File: src/rtl/pwrdom_pkg.sv
package pwrdom_pkg;

    typedef enum logic [3:0] {
        S_IDLE,
        S_ISO_EN,
        S_RST_ASSERT,
        S_PWR_DOWN,
        S_PWR_UP,
        S_RST_RELEASE,
        S_ISO_DIS,
        S_SETTLE,
        S_ACK
    } seq_state_e;

    typedef enum logic [2:0] {
        OP_NONE,
        OP_ISO_EN,
        OP_RST_ASSERT,
        OP_PWR_DOWN,
        OP_PWR_UP,
        OP_RST_RELEASE,
        OP_ISO_DIS
    } seq_op_e;

    localparam logic [1:0] SEL_PWR    = 2'd0;
    localparam logic [1:0] SEL_ISO    = 2'd1;
    localparam logic [1:0] SEL_RST    = 2'd2;
    localparam logic [1:0] SEL_SETTLE = 2'd3;

endpackage

File: src/rtl/pwrdom_mask_rom.sv
module pwrdom_mask_rom #(
    parameter int NUM_DOM = 3,
    parameter int REG_W   = 32,
    parameter int DOM_W   = 2,
    parameter logic [NUM_DOM*REG_W-1:0] PWR_MASKS = '0,
    parameter logic [NUM_DOM*REG_W-1:0] ISO_MASKS = '0,
    parameter logic [NUM_DOM*REG_W-1:0] RST_MASKS = '0
) (
    input  logic [DOM_W-1:0] idx,
    output logic [REG_W-1:0] pwr_m,
    output logic [REG_W-1:0] iso_m,
    output logic [REG_W-1:0] rst_m
);

    logic [REG_W-1:0] pwr_tab [NUM_DOM];
    logic [REG_W-1:0] iso_tab [NUM_DOM];
    logic [REG_W-1:0] rst_tab [NUM_DOM];

    for (genvar g = 0; g < NUM_DOM; g++) begin : g_tab
        assign pwr_tab[g] = PWR_MASKS[g*REG_W +: REG_W];
        assign iso_tab[g] = ISO_MASKS[g*REG_W +: REG_W];
        assign rst_tab[g] = RST_MASKS[g*REG_W +: REG_W];
    end

    // Out-of-range index yields empty masks: request is treated as already done.
    always_comb begin
        pwr_m = '0;
        iso_m = '0;
        rst_m = '0;
        for (int i = 0; i < NUM_DOM; i++) begin
            if (idx == DOM_W'(i)) begin
                pwr_m = pwr_tab[i];
                iso_m = iso_tab[i];
                rst_m = rst_tab[i];
            end
        end
    end

endmodule

File: src/rtl/pwrdom_regs.sv
module pwrdom_regs
    import pwrdom_pkg::*;
#(
    parameter int REG_W      = 32,
    parameter int SETTLE_W   = 8,
    parameter int SETTLE_DEF = 16
) (
    input  logic                clk,
    input  logic                rst_n,
    input  seq_op_e             op,
    input  logic [REG_W-1:0]    pwr_m,
    input  logic [REG_W-1:0]    iso_m,
    input  logic [REG_W-1:0]    rst_m,
    input  logic                wr_en,
    input  logic [1:0]          wr_sel,
    input  logic [REG_W-1:0]    wr_data,
    input  logic                stall,
    input  logic [1:0]          rd_sel,
    output logic [REG_W-1:0]    rd_data,
    output logic [REG_W-1:0]    pwr_q,
    output logic [REG_W-1:0]    iso_q,
    output logic [REG_W-1:0]    rst_q,
    output logic [SETTLE_W-1:0] settle_q
);

    always_ff @(posedge clk or negedge rst_n) begin
        if (!rst_n) begin
            pwr_q    <= '0;
            iso_q    <= '1;
            rst_q    <= '1;
            settle_q <= SETTLE_W'(SETTLE_DEF);
        end else begin
            case (op)
                OP_ISO_EN:      iso_q <= iso_q & ~iso_m;
                OP_ISO_DIS:     iso_q <= iso_q | iso_m;
                OP_RST_ASSERT:  rst_q <= rst_q & ~rst_m;
                OP_RST_RELEASE: rst_q <= rst_q | rst_m;
                OP_PWR_DOWN:    pwr_q <= pwr_q | pwr_m;
                OP_PWR_UP:      pwr_q <= pwr_q & ~pwr_m;
                default: begin
                    if (wr_en && !stall) begin
                        case (wr_sel)
                            SEL_PWR: pwr_q    <= wr_data;
                            SEL_ISO: iso_q    <= wr_data;
                            SEL_RST: rst_q    <= wr_data;
                            default: settle_q <= wr_data[SETTLE_W-1:0];
                        endcase
                    end
                end
            endcase
        end
    end

    always_comb begin
        case (rd_sel)
            SEL_PWR: rd_data = pwr_q;
            SEL_ISO: rd_data = iso_q;
            SEL_RST: rd_data = rst_q;
            default: rd_data = REG_W'(settle_q);
        endcase
    end

endmodule

File: src/rtl/pwrdom_fsm.sv
module pwrdom_fsm
    import pwrdom_pkg::*;
#(
    parameter int REG_W    = 32,
    parameter int SETTLE_W = 8,
    parameter int DOM_W    = 2
) (
    input  logic                clk,
    input  logic                rst_n,
    input  logic                req_valid,
    input  logic [DOM_W-1:0]    req_dom,
    input  logic                req_on,
    input  logic [REG_W-1:0]    pwr_word,
    input  logic [REG_W-1:0]    pwr_m,
    input  logic [REG_W-1:0]    iso_m,
    input  logic [REG_W-1:0]    rst_m,
    input  logic [SETTLE_W-1:0] settle,
    output logic [DOM_W-1:0]    sel_dom,
    output seq_op_e             op,
    output logic                busy,
    output logic                ack
);

    seq_state_e          state_q, state_d, after_q, after_d, succ;
    logic [DOM_W-1:0]    dom_q, dom_d;
    logic [SETTLE_W-1:0] cnt_q, cnt_d;
    logic [REG_W-1:0]    step_m;
    logic                already;

    assign sel_dom = (state_q == S_IDLE) ? req_dom : dom_q;
    assign already = req_on ? ((pwr_word & pwr_m) == '0)
                            : ((pwr_word & pwr_m) == pwr_m);

    // Mask and successor of each step state.
    always_comb begin
        step_m = '0;
        succ   = S_ACK;
        case (state_q)
            S_ISO_EN:      begin step_m = iso_m; succ = S_RST_ASSERT;  end
            S_RST_ASSERT:  begin step_m = rst_m; succ = S_PWR_DOWN;    end
            S_PWR_DOWN:    begin step_m = pwr_m; succ = S_ACK;         end
            S_PWR_UP:      begin step_m = pwr_m; succ = S_RST_RELEASE; end
            S_RST_RELEASE: begin step_m = rst_m; succ = S_ISO_DIS;     end
            S_ISO_DIS:     begin step_m = iso_m; succ = S_ACK;         end
            default:       ;
        endcase
    end

    // State register.
    always_ff @(posedge clk or negedge rst_n) begin
        if (!rst_n) begin
            state_q <= S_IDLE;
            after_q <= S_IDLE;
            dom_q   <= '0;
            cnt_q   <= '0;
        end else begin
            state_q <= state_d;
            after_q <= after_d;
            dom_q   <= dom_d;
            cnt_q   <= cnt_d;
        end
    end

    // Transitions.
    always_comb begin
        state_d = state_q;
        after_d = after_q;
        dom_d   = dom_q;
        cnt_d   = cnt_q;
        unique case (state_q)
            S_IDLE: begin
                if (req_valid) begin
                    dom_d   = req_dom;
                    state_d = already ? S_ACK : (req_on ? S_PWR_UP : S_ISO_EN);
                end
            end
            S_ISO_EN, S_RST_ASSERT, S_PWR_DOWN,
            S_PWR_UP, S_RST_RELEASE, S_ISO_DIS: begin
                if (step_m == '0 || settle == '0) begin
                    state_d = succ;
                end else begin
                    state_d = S_SETTLE;
                    after_d = succ;
                    cnt_d   = settle;
                end
            end
            S_SETTLE: begin
                if (cnt_q == SETTLE_W'(1)) state_d = after_q;
                else                       cnt_d   = cnt_q - SETTLE_W'(1);
            end
            S_ACK:   state_d = S_IDLE;
            default: state_d = S_IDLE;
        endcase
    end

    // Outputs.
    always_comb begin
        op   = OP_NONE;
        ack  = (state_q == S_ACK);
        busy = (state_q != S_IDLE) || req_valid;
        if (step_m != '0) begin
            case (state_q)
                S_ISO_EN:      op = OP_ISO_EN;
                S_RST_ASSERT:  op = OP_RST_ASSERT;
                S_PWR_DOWN:    op = OP_PWR_DOWN;
                S_PWR_UP:      op = OP_PWR_UP;
                S_RST_RELEASE: op = OP_RST_RELEASE;
                S_ISO_DIS:     op = OP_ISO_DIS;
                default:       op = OP_NONE;
            endcase
        end
    end

endmodule

File: src/rtl/pwrdom_seq.sv
module pwrdom_seq
    import pwrdom_pkg::*;
#(
    parameter int NUM_DOM    = 3,
    parameter int REG_W      = 32,
    parameter int SETTLE_W   = 8,
    parameter int SETTLE_DEF = 16,
    parameter int DOM_W      = (NUM_DOM > 1) ? $clog2(NUM_DOM) : 1,
    parameter logic [NUM_DOM*REG_W-1:0] PWR_MASKS = {32'h0000_0010, 32'h0000_0004, 32'h0000_0008},
    parameter logic [NUM_DOM*REG_W-1:0] ISO_MASKS = {32'h0000_0020, 32'h0000_0002, 32'h0000_0001},
    parameter logic [NUM_DOM*REG_W-1:0] RST_MASKS = {32'h0000_0000, 32'h0004_0000, 32'h0001_0000}
) (
    input  logic               clk,
    input  logic               rst_n,
    input  logic               req_valid,
    input  logic [DOM_W-1:0]   req_dom,
    input  logic               req_on,
    output logic               req_ack,
    input  logic               wr_en,
    input  logic [1:0]         wr_sel,
    input  logic [REG_W-1:0]   wr_data,
    output logic               wr_stall,
    input  logic [1:0]         rd_sel,
    output logic [REG_W-1:0]   rd_data,
    output logic [REG_W-1:0]   pwr_off_o,
    output logic [REG_W-1:0]   iso_n_o,
    output logic [REG_W-1:0]   rst_n_o,
    output logic [NUM_DOM-1:0] dom_on_o
);

    logic [DOM_W-1:0]    sel_dom;
    logic [REG_W-1:0]    pwr_m, iso_m, rst_m;
    logic [SETTLE_W-1:0] settle_q;
    seq_op_e             op;

    pwrdom_mask_rom #(
        .NUM_DOM(NUM_DOM), .REG_W(REG_W), .DOM_W(DOM_W),
        .PWR_MASKS(PWR_MASKS), .ISO_MASKS(ISO_MASKS), .RST_MASKS(RST_MASKS)
    ) u_rom (
        .idx(sel_dom), .pwr_m(pwr_m), .iso_m(iso_m), .rst_m(rst_m)
    );

    pwrdom_fsm #(.REG_W(REG_W), .SETTLE_W(SETTLE_W), .DOM_W(DOM_W)) u_fsm (
        .clk(clk), .rst_n(rst_n),
        .req_valid(req_valid), .req_dom(req_dom), .req_on(req_on),
        .pwr_word(pwr_off_o), .pwr_m(pwr_m), .iso_m(iso_m), .rst_m(rst_m),
        .settle(settle_q), .sel_dom(sel_dom), .op(op),
        .busy(wr_stall), .ack(req_ack)
    );

    pwrdom_regs #(.REG_W(REG_W), .SETTLE_W(SETTLE_W), .SETTLE_DEF(SETTLE_DEF)) u_regs (
        .clk(clk), .rst_n(rst_n), .op(op),
        .pwr_m(pwr_m), .iso_m(iso_m), .rst_m(rst_m),
        .wr_en(wr_en), .wr_sel(wr_sel), .wr_data(wr_data), .stall(wr_stall),
        .rd_sel(rd_sel), .rd_data(rd_data),
        .pwr_q(pwr_off_o), .iso_q(iso_n_o), .rst_q(rst_n_o), .settle_q(settle_q)
    );

    for (genvar g = 0; g < NUM_DOM; g++) begin : g_on
        assign dom_on_o[g] = ((pwr_off_o & PWR_MASKS[g*REG_W +: REG_W]) == '0);
    end

endmodule

File: config.mk
export PLATFORM = sky130hd
export DESIGN_NAME = pwrdom_seq
export DESIGN_NICKNAME = d
export VERILOG_FILES = /design/src/rtl/pwrdom_pkg.sv /design/src/rtl/pwrdom_mask_rom.sv /design/src/rtl/pwrdom_regs.sv /design/src/rtl/pwrdom_fsm.sv /design/src/rtl/pwrdom_seq.sv
export SDC_FILE = /design/constraint.sdc
export NUM_CORES = 1
export LEC_CHECK = 0
export ABC_AREA = 1
export CAP_MARGIN = 20
export CORE_UTILIZATION = 49
export CTS_BUF_LIST = sky130_fd_sc_hd__clkbuf_8 sky130_fd_sc_hd__clkbuf_16
export DETAILED_ROUTE_END_ITERATION = 7
export PLACE_DENSITY_LB_ADDON = 0.12
export SLEW_MARGIN = 20
export SYNTH_ARGS = -nofsm -noshare
export SYNTH_HDL_FRONTEND = slang
export SYNTH_SLANG_ARGS = --single-unit
File: constraint.sdc
create_clock -name clk -period 2.3 [get_ports clk]
set_clock_uncertainty 0.15 [all_clocks]
set_input_delay 0.575 -clock clk [delete_from_list [all_inputs] [get_ports clk]]
set_output_delay 0.575 -clock clk [all_outputs]
set_load 0.02 [all_outputs]
* Word-level counts from Yosys, hierarchy flattened
Index checks and enable logic that the tools add are counted.
** Operators by class
- Add/subtract/negate cells :: 1
- Equality and inequality tests :: 26
- Mux-type cells :: 34
- Bitwise operators :: 16
- Reductions and logical operators :: 40
** Operators by type and width (count)
- $pmux 32 s3 :: 4
- $mux 32 :: 6
- $logic_not 32->1 :: 5
- $and 32x32->32 :: 3
- $pmux 19 s3 :: 1
- $mux 19 :: 2
- $and 32x5->32 :: 1
- $eq 32x5->1 :: 1
- $not 19->32 :: 1
- $not 5->32 :: 1
- $not 6->32 :: 1
- $or 32x19->32 :: 1
- $or 32x5->32 :: 1
- $or 32x6->32 :: 1
- $reduce_bool 32->1 :: 1
- $mux 4 :: 6
- $pmux 3 s6 :: 1
- $reduce_bool 3->1 :: 6
- $mux 17 :: 1
- $eq 4x3->1 const B :: 4
- $mux 8 :: 2
- $pmux 4 s4 :: 1
- $pmux 8 s2 :: 1
- $reduce_and 3->1 :: 5
- other kinds (32) :: 60
** Word-level totals
- Register bits after elaboration :: 122
- Output and inout port bits :: 133
- Logic and storage cells :: 125

* Depth between registers and ports, before layout
Gate-level depths: netlist of the first run.
- Depth in word-level cells :: 13
- Mapped depth :: 13
- Gate-level depth less buffers :: 13

* By module
Synthesis of the first run repeated with hierarchy kept, for this count alone.
** Second synthesis, totals
- Cell total of the unflattened synthesis :: 1769
- Area, all modules :: 10842.9 um^2
** By module, submodules not included
- pwrdom_regs :: instances 1, cells an instance 1236, area an instance 7931.4 um^2
- pwrdom_fsm :: instances 1, cells an instance 431, area an instance 2179.6 um^2
- pwrdom_mask_rom :: instances 1, cells an instance 99, area an instance 720.7 um^2
- pwrdom_seq :: instances 1, cells an instance 3, area an instance 11.3 um^2

* Least setup slack after synthesis of the first run
No wires, ideal clock.
- Kind :: in2out
- Start point :: input port rd_sel[0]
- End point :: output port rd_data[2]
- Arrival :: 1698 ps
- Required time :: 1575 ps
- Setup slack :: -123 ps
- Stages on the path :: 5
- Path buffers :: 2
- Cell sequence :: clkbuf_1 nor2_1 clkbuf_1 a221oi_1 a22oi_1
** On the way
- Word-level cells in the longest chain between the ends :: 2
** RTL lines
- start, declared :: line pwrdom_seq.sv:23 : input logic [1:0] rd_sel,
- $eq 2x2->1, or another cell as far along :: line pwrdom_regs.sv:55 : case (rd_sel)
- $pmux 32 s3 (*) :: line pwrdom_regs.sv:55
- end, declared :: line pwrdom_seq.sv:24 : output logic [REG_W-1:0] rd_data,
Every way passes the cells marked *; elsewhere a longest branch is shown, timed or not.

* Worst setup path in the final report of the first run
- Start point :: input port rd_sel[1]
- End point :: output port rd_data[2]
The elaborated chain is that of the path after synthesis.

==> metrics.txt, run 1 <==
crit share post-route 99.23%; Via density 5.463; Unique masters post-synth 40; Post-synth EDFFs 0; CP Max Fanout 8; global-route usage over all layers 31.42%; Min Hold Slack 0.04188 ns; worst setup path startpoint rd_sel[1]; CTS max path bufs 2; mapped cell area 6316 sq um; Placeable Area 12570 sq um; simple-gate share of the synthesized area 28.57%; unrepaired setup endpoints after global routing true; Root Driver clkbuf_16; vias in the first global route 6427; Detailed Route WL 19.88 mm; peak supply drop 0.0009242 V; Clk Latency, worst-skew pair 0.42 ns; top post-synthesis cells by count nand2_1 (248), inv_1 (82), nand3_1 (78); syn_nets 838; CTS tree yes; WL/cell 16.91 um; cell taking the most area after synthesis dfstp_2; GRT met3 Usage 8.368%; Synth area leaders dfstp_2 (27%), dfrtp_1 (23%), nand2_1 (15%); P_leak 4.473 nW; critical path type in -> out; first-pass GRT wire length 31.76 mm; Sw Ratio 43.56%; MaxCap Viol Count 0; Synth Area in Compound Gates 12.64%; Primary FF master, synth dfstp_2; # setup viols final 0; post-route ant nets 0; CTS buffer count 17; busiest grt layer met2; yosys warns 0; Pint 7.975 mW; Final Max Slew Viols 0; worst relative slew slack 54.42%; drt drc 0; crit path launch type input port; Worst Max-Slew Pin Slew 0.6837 ns; worst hold-check path type in -> async; main combinational cell family by area after synthesis simple AND/OR/NAND/NOR gates; Post-Place Setup Slack -0.8520 ns; CP required 1.57 ns; H-tree lvl count 4; Hold-fix buffers, CTS 0; fin util 72.16%; port buffer count 175; Avg Synthesized Cell Area 7.965 sq um; XOR/XNOR share of the synthesized area 0.2773%; largest net degree at the start of global routing 123; GRT overflow 0; final hold vios 0; Reg power frac 33.1%; Worst EP arrival 1.56 ns; initial antenna violation count 0; Synth Area in Adders 0.3962%; design area 9069 sq um; ys async rst share 100.0%; die area 13350 sq um; initial DRC count 533; synthesized instance count 793; DIE HEIGHT 115.5 um; Post-Layout Cell Count 1176; Synth Register Bits 122; total clock sinks 122; FF-to-FF Start u_fsm.state_q[0]$_DFFE_PN0P_; GR Util met2 52.26%; Peak Freq 0.4381 GHz; M1 GR Usage 38.02%; Die W 115.5 um; row count 41; drt pass-1 iters 5; # IOs 176; fin crit period 2.282 ns; Area Growth Syn to Fin 43.58%; Seq/Total Area, Yosys 49.62%; antenna fix cells 0; top-count cell post-synth nand2_1; Clock power frac 19.2%; Inst Count DP 1137; GPL Wtd Cong 0.9012; DR vias 6424; Nets 1036; mux cell area share after synthesis 0.3566%; Area after DPL 8428 sq um; Starting Density 50.25%; Reg clk slew, reported paths 0.05 ns; top-area cell type share of the netlist area 27.04%; total power per unit cell area 1558 nW/um^2; layout cell share with drive strength beyond 1 21.81%; status finished, final reports clean; combinational share of power 47.8%; Switch Pwr 6.154 mW; CP Capture Type output pin; final worst setup slack 0.01764 ns; Post-DP HPWL 13.67 mm
[timing repair]
item / 4_1_cts / 5_1_grt
buffers inserted: 5 / 0
pin swaps: 5 / 3
resized for setup: 245 / 21
cloned: 3 / 0
setup endpoints to repair: 98 / 23
[critical path, cell delays in order]
cell	delay, ns
buf_4	0.12
buf_6	0.11
nor2_4	0.12
buf_4	0.18
nand2_1	0.07
a22oi_2	0.20
buf_4	0.18
[through the flow]
step	total power [mW]	TNS, ns
CTS	14.08	0
global route	15.00	-0.02204
detailed placement	11.77	-25.29
global placement	11.56	-24.11
floorplan	8.487	0
finish	14.13	0
[sequential cells by signal (all words and copies together), names as in the netlist]
| register | cells |
|---|---|
| u_regs.iso_q | 32 |
| u_regs.pwr_q | 32 |
| u_regs.rst_q | 32 |
| u_fsm.cnt_q | 8 |
| u_regs.settle_q | 8 |
| u_fsm.after_q | 4 |
| u_fsm.state_q | 4 |
| u_fsm.dom_q | 2 |
[power by group through the flow]
stage               Sequential [mW]  Clock, mW  Combinational [mW]
floorplan                      5.40          0                3.08
global placement               4.62          0                6.95
detailed placement             4.62          0                7.15
CTS                            4.63       2.73                6.72
global route                   4.80       2.83                7.38
finish                         4.67       2.71                6.75
[final timing paths]
check | to | slack (ns) | cells after the start
setup / recovery | rd_data[2] | 0.02 | 7
hold / removal | u_fsm.state_q[2]$_DFFE_PN0P_ | 0.04 | 2
setup reg to reg | u_fsm.cnt_q[2]$_DFFE_PN0P_ | 0.16 | 7
hold reg to reg | u_fsm.after_q[0]$_DFFE_PN0P_ | 0.34 | 2
max in group asynchronous | u_fsm.cnt_q[5]$_DFFE_PN0P_ | 1.40 | 2
min in group clk | u_fsm.after_q[0]$_DFFE_PN0P_ | 0.34 | 2
[final cells by class]
type                    count  area, sq um
well taps                 172        215.2
multi-input cells         550         2748
flip-flops and latches    122         3136
clock buffers              20        466.7
repair buffers            215         2046
clock inverters            12        138.9
inverters                  85        319.1
fillers                   942         3500
[cells by family after synthesis]
family / count (synthesis)
buf+inv: 121
mux: 2
simple gates: 398
fa+ha+maj: 2
xor+xnor: 2
flops: 122
compound gates: 146
[per-layer routing]
metal / share of wire [%] / wire, um
met1: 40 / 7888
met2: 49 / 9699
met3: 8.2 / 1624
met4: 3.4 / 668
met5: 0 / 0
[placed cells by master (no fill, tap or decap), types with 10 or more instances in the layout]
master / n
o21ai_1: 57
dfrtp_1: 56
nor2_1: 37
inv_1: 81
buf_4: 37
nand3_1: 75
dlygate4sd2_1: 64
dfstp_2: 65
nand2_1: 248
o21ai_0: 60
clkdlybuf4s50_1: 69
buf_6: 10
buf_2: 16
clkbuf_16: 17
No activity file was read; power rests on OpenSTA's default activity.
==> run 2, diff against run 1 <==
Settings changed: GPL_TIMING_DRIVEN set to 0, SETUP_SLACK_MARGIN set to 0.1.
==> metrics.txt, run 2 (synthesis gave the netlist of run 1 again) <==
status finished, final reports clean; MaxCap Viol Count 0 (unchanged); P_leak 4.539 nW (+1.5%); GRT overflow 0 (unchanged); # setup viols final 0 (unchanged); setup TNS 0 ns (unchanged); total clock sinks 122 (unchanged); antenna fix cells 0 (unchanged); largest net degree at the start of global routing 80 (-35%); WL/cell 17.71 um (+4.7%); CP required 1.57 ns (about the same); Slowest Stage Delay on Critical Path 0.20 ns (about the same); Inst Count DP 1140 (+0.26%); CP Max Fanout 8 (unchanged); worst relative slew slack 59.08% (+4.7 points); Reg clk slew, reported paths 0.06 ns (about the same); drt pass-1 iters 7 (+2); critical path type in -> out; worst hold stages 2; Final Max Slew Viols 0 (unchanged); crit-path cells clkbuf_16, nor2_4, clkbuf_8, buf_4, nand2_1, nand4_1, buf_6; FF-to-FF End u_regs.pwr_q[27]$_DFFE_PN0P_; CTS tree yes; Detailed Route WL 21.02 mm (+5.7%); post-route ant nets 0 (unchanged); hold_sp u_regs.rst_q[24]$_DFFE_PN1P_; layout cell share with drive strength beyond 1 22.27% (+0.45 points); peak supply drop 0.0008322 V (-10%); final hold vios 0 (unchanged); drt drc 0 (unchanged); worst path bufs/invs 4 (unchanged); unrepaired setup endpoints after global routing true; CTS max path bufs 2 (unchanged); Peak Freq 0.4437 GHz (+1.3%); crit share post-route 97.99% (-1.2 points); H-tree lvl count 4 (unchanged); r2r worst-path depth 9 (+2); Via density 5.416 (-0.85%); DR vias 6429 (+0.078%); Worst EP arrival 1.53 ns (-0.03 ns); Largest regs u_regs.iso_q (32), u_regs.pwr_q (32), u_regs.rst_q (32); # IOs 176 (unchanged); DIE HEIGHT 115.5 um (unchanged); CTS buffer count 17 (unchanged); cell family with most CP delay buffers and inverters; Placeable Area 12570 sq um (unchanged); GPL Wtd Cong 0.8734 (-3.1%); port buffer count 174 (-0.57%); Post-DP HPWL 14.10 mm (+3.1%); Die W 115.5 um (unchanged); crit path launch type input port; Reg2Reg Setup Slack 0.28 ns (+0.12 ns); initial antenna violation count 0 (unchanged); vias in the first global route 6135 (-4.5%); most frequent cells in the layout nand2_1 (247), inv_1 (81), nand3_1 (77); fin crit period 2.254 ns (-0.02854 ns); global-route usage over all layers 32.53% (+1.1 points); Worst path slowest cell nor2_4; commonest non-fill, non-tap cell in the layout nand2_1; first-pass GRT wire length 32.35 mm (+1.8%); Nets 1047 (+1.1%); CP Capture Type output pin; Worst Max-Slew Pin Slew 0.6139 ns (-0.06979 ns); Area Growth Syn to Fin 45.31%; worst hold-check path type reg -> reg; FF-to-FF Start u_fsm.state_q[1]$_DFFE_PN0P_; Clk Latency, worst-skew pair 0.43 ns (about the same); Root Driver clkbuf_16; Starting Density 50.25% (unchanged); die area 13350 sq um (unchanged); Post-Layout Cell Count 1187 (+0.94%); row count 41 (unchanged); Filler cells 1008 (+7.0%); total power per unit cell area 1551 nW/um^2 (-0.43%); hold endpoint u_regs.rst_q[24]$_DFFE_PN1P_; initial DRC count 573 (+7.5%)
run 2: cell types whose count changed in the layout (fill, tap and decap cells not counted), sizes merged, moves of 2 or more:
cell,before,now
dlygate4sd2,64,70
inv,87,90
buf,75,69
clkdlybuf4s15,1,3
clkdlybuf4s50,69,62
clkinv,4,1
bufinv,2,4
clkbuf,21,34
run 2: worst max path at each step:
stage	start	endpoint	slack (ns)	cells past startpoint
CTS	rd_sel[0]	rd_data[14]	0.04	7
finish	rd_sel[0]	rd_data[1]	0.05	7
detailed placement	rd_sel[1]	rd_data[14]	-1.46	7
global placement	rst_n	u_regs.pwr_q[28]$_DFFE_PN0P_	-4.14	1
global route	rd_sel[0]	rd_data[30]	0.02	6
floorplan	rd_sel[1]	rd_data[10]	0.09	5
run 2: stage by stage:
| stage | utilization [%] | hold slack [ns] | worst slack (ns) | power, mW | area (sq um) |
|---|---|---|---|---|---|
| finish | 73.02 | 0.3344 | 0.04618 | 14.24 | 9178 |
| CTS | 72.09 | 0.3338 | 0.04178 | 14.04 | 9060 |
| floorplan | - | 0.1294 | 0.09122 | 8.494 | 6354 |
| detailed placement | 66.35 | 0.3251 | -1.458 | 11.61 | 8339 |
| global placement | 66.12 | 0.3210 | -4.137 | 11.51 | 8310 |
| global route | 73.02 | 0.3484 | 0.02319 | 15.06 | 9178 |
run 2: layer usage:
metal  vias up  GRT usage, %  part of all wire [%]
met5         -             0                     0
met3        49         9.833                   8.1
met2       288         53.61                    49
met1      3102         39.46                    40
met4         0         14.37                   2.5
li1       2990             -                     -
run 2: final cells by class:
cell class	instances	area, sq um	share of cell area [%]
inverter	85	326.6	3.558
multi-input combinational	550	2751	29.98
timing repair buffer	190	1753	19.10
clock inverter	13	176.4	1.922
clock buffer	19	452.9	4.935
sequential	122	3138	34.19
tap	172	215.2	2.345
buffer	36	364.1	3.967
run 2: worst min-delay path, stage by stage, from the launching register on:
cell	delay (ns)
dfstp_2	0.37
nand2_1	0.05
o21ai_1	0.05
run 2: what timing repair did:
action / 4_1_cts / 5_1_grt
buffers inserted: 8 / 5
hold buffers: 1 / 0
pin swaps: 7 / 4
resized for setup: 264 / 41
cloned: 1 / 0
endpoints found under the hold margin: 28 / 0
setup endpoints to repair: 104 / 39
run 2: power by group:
part	switching, mW	internal (mW)	leakage [nW]	total [mW]
combinational	4.09	2.67	2.82	6.76
clock	0.998	1.86	0.310	2.86
sequential	1.01	3.61	1.41	4.62
total	6.09	8.15	4.54	14.2
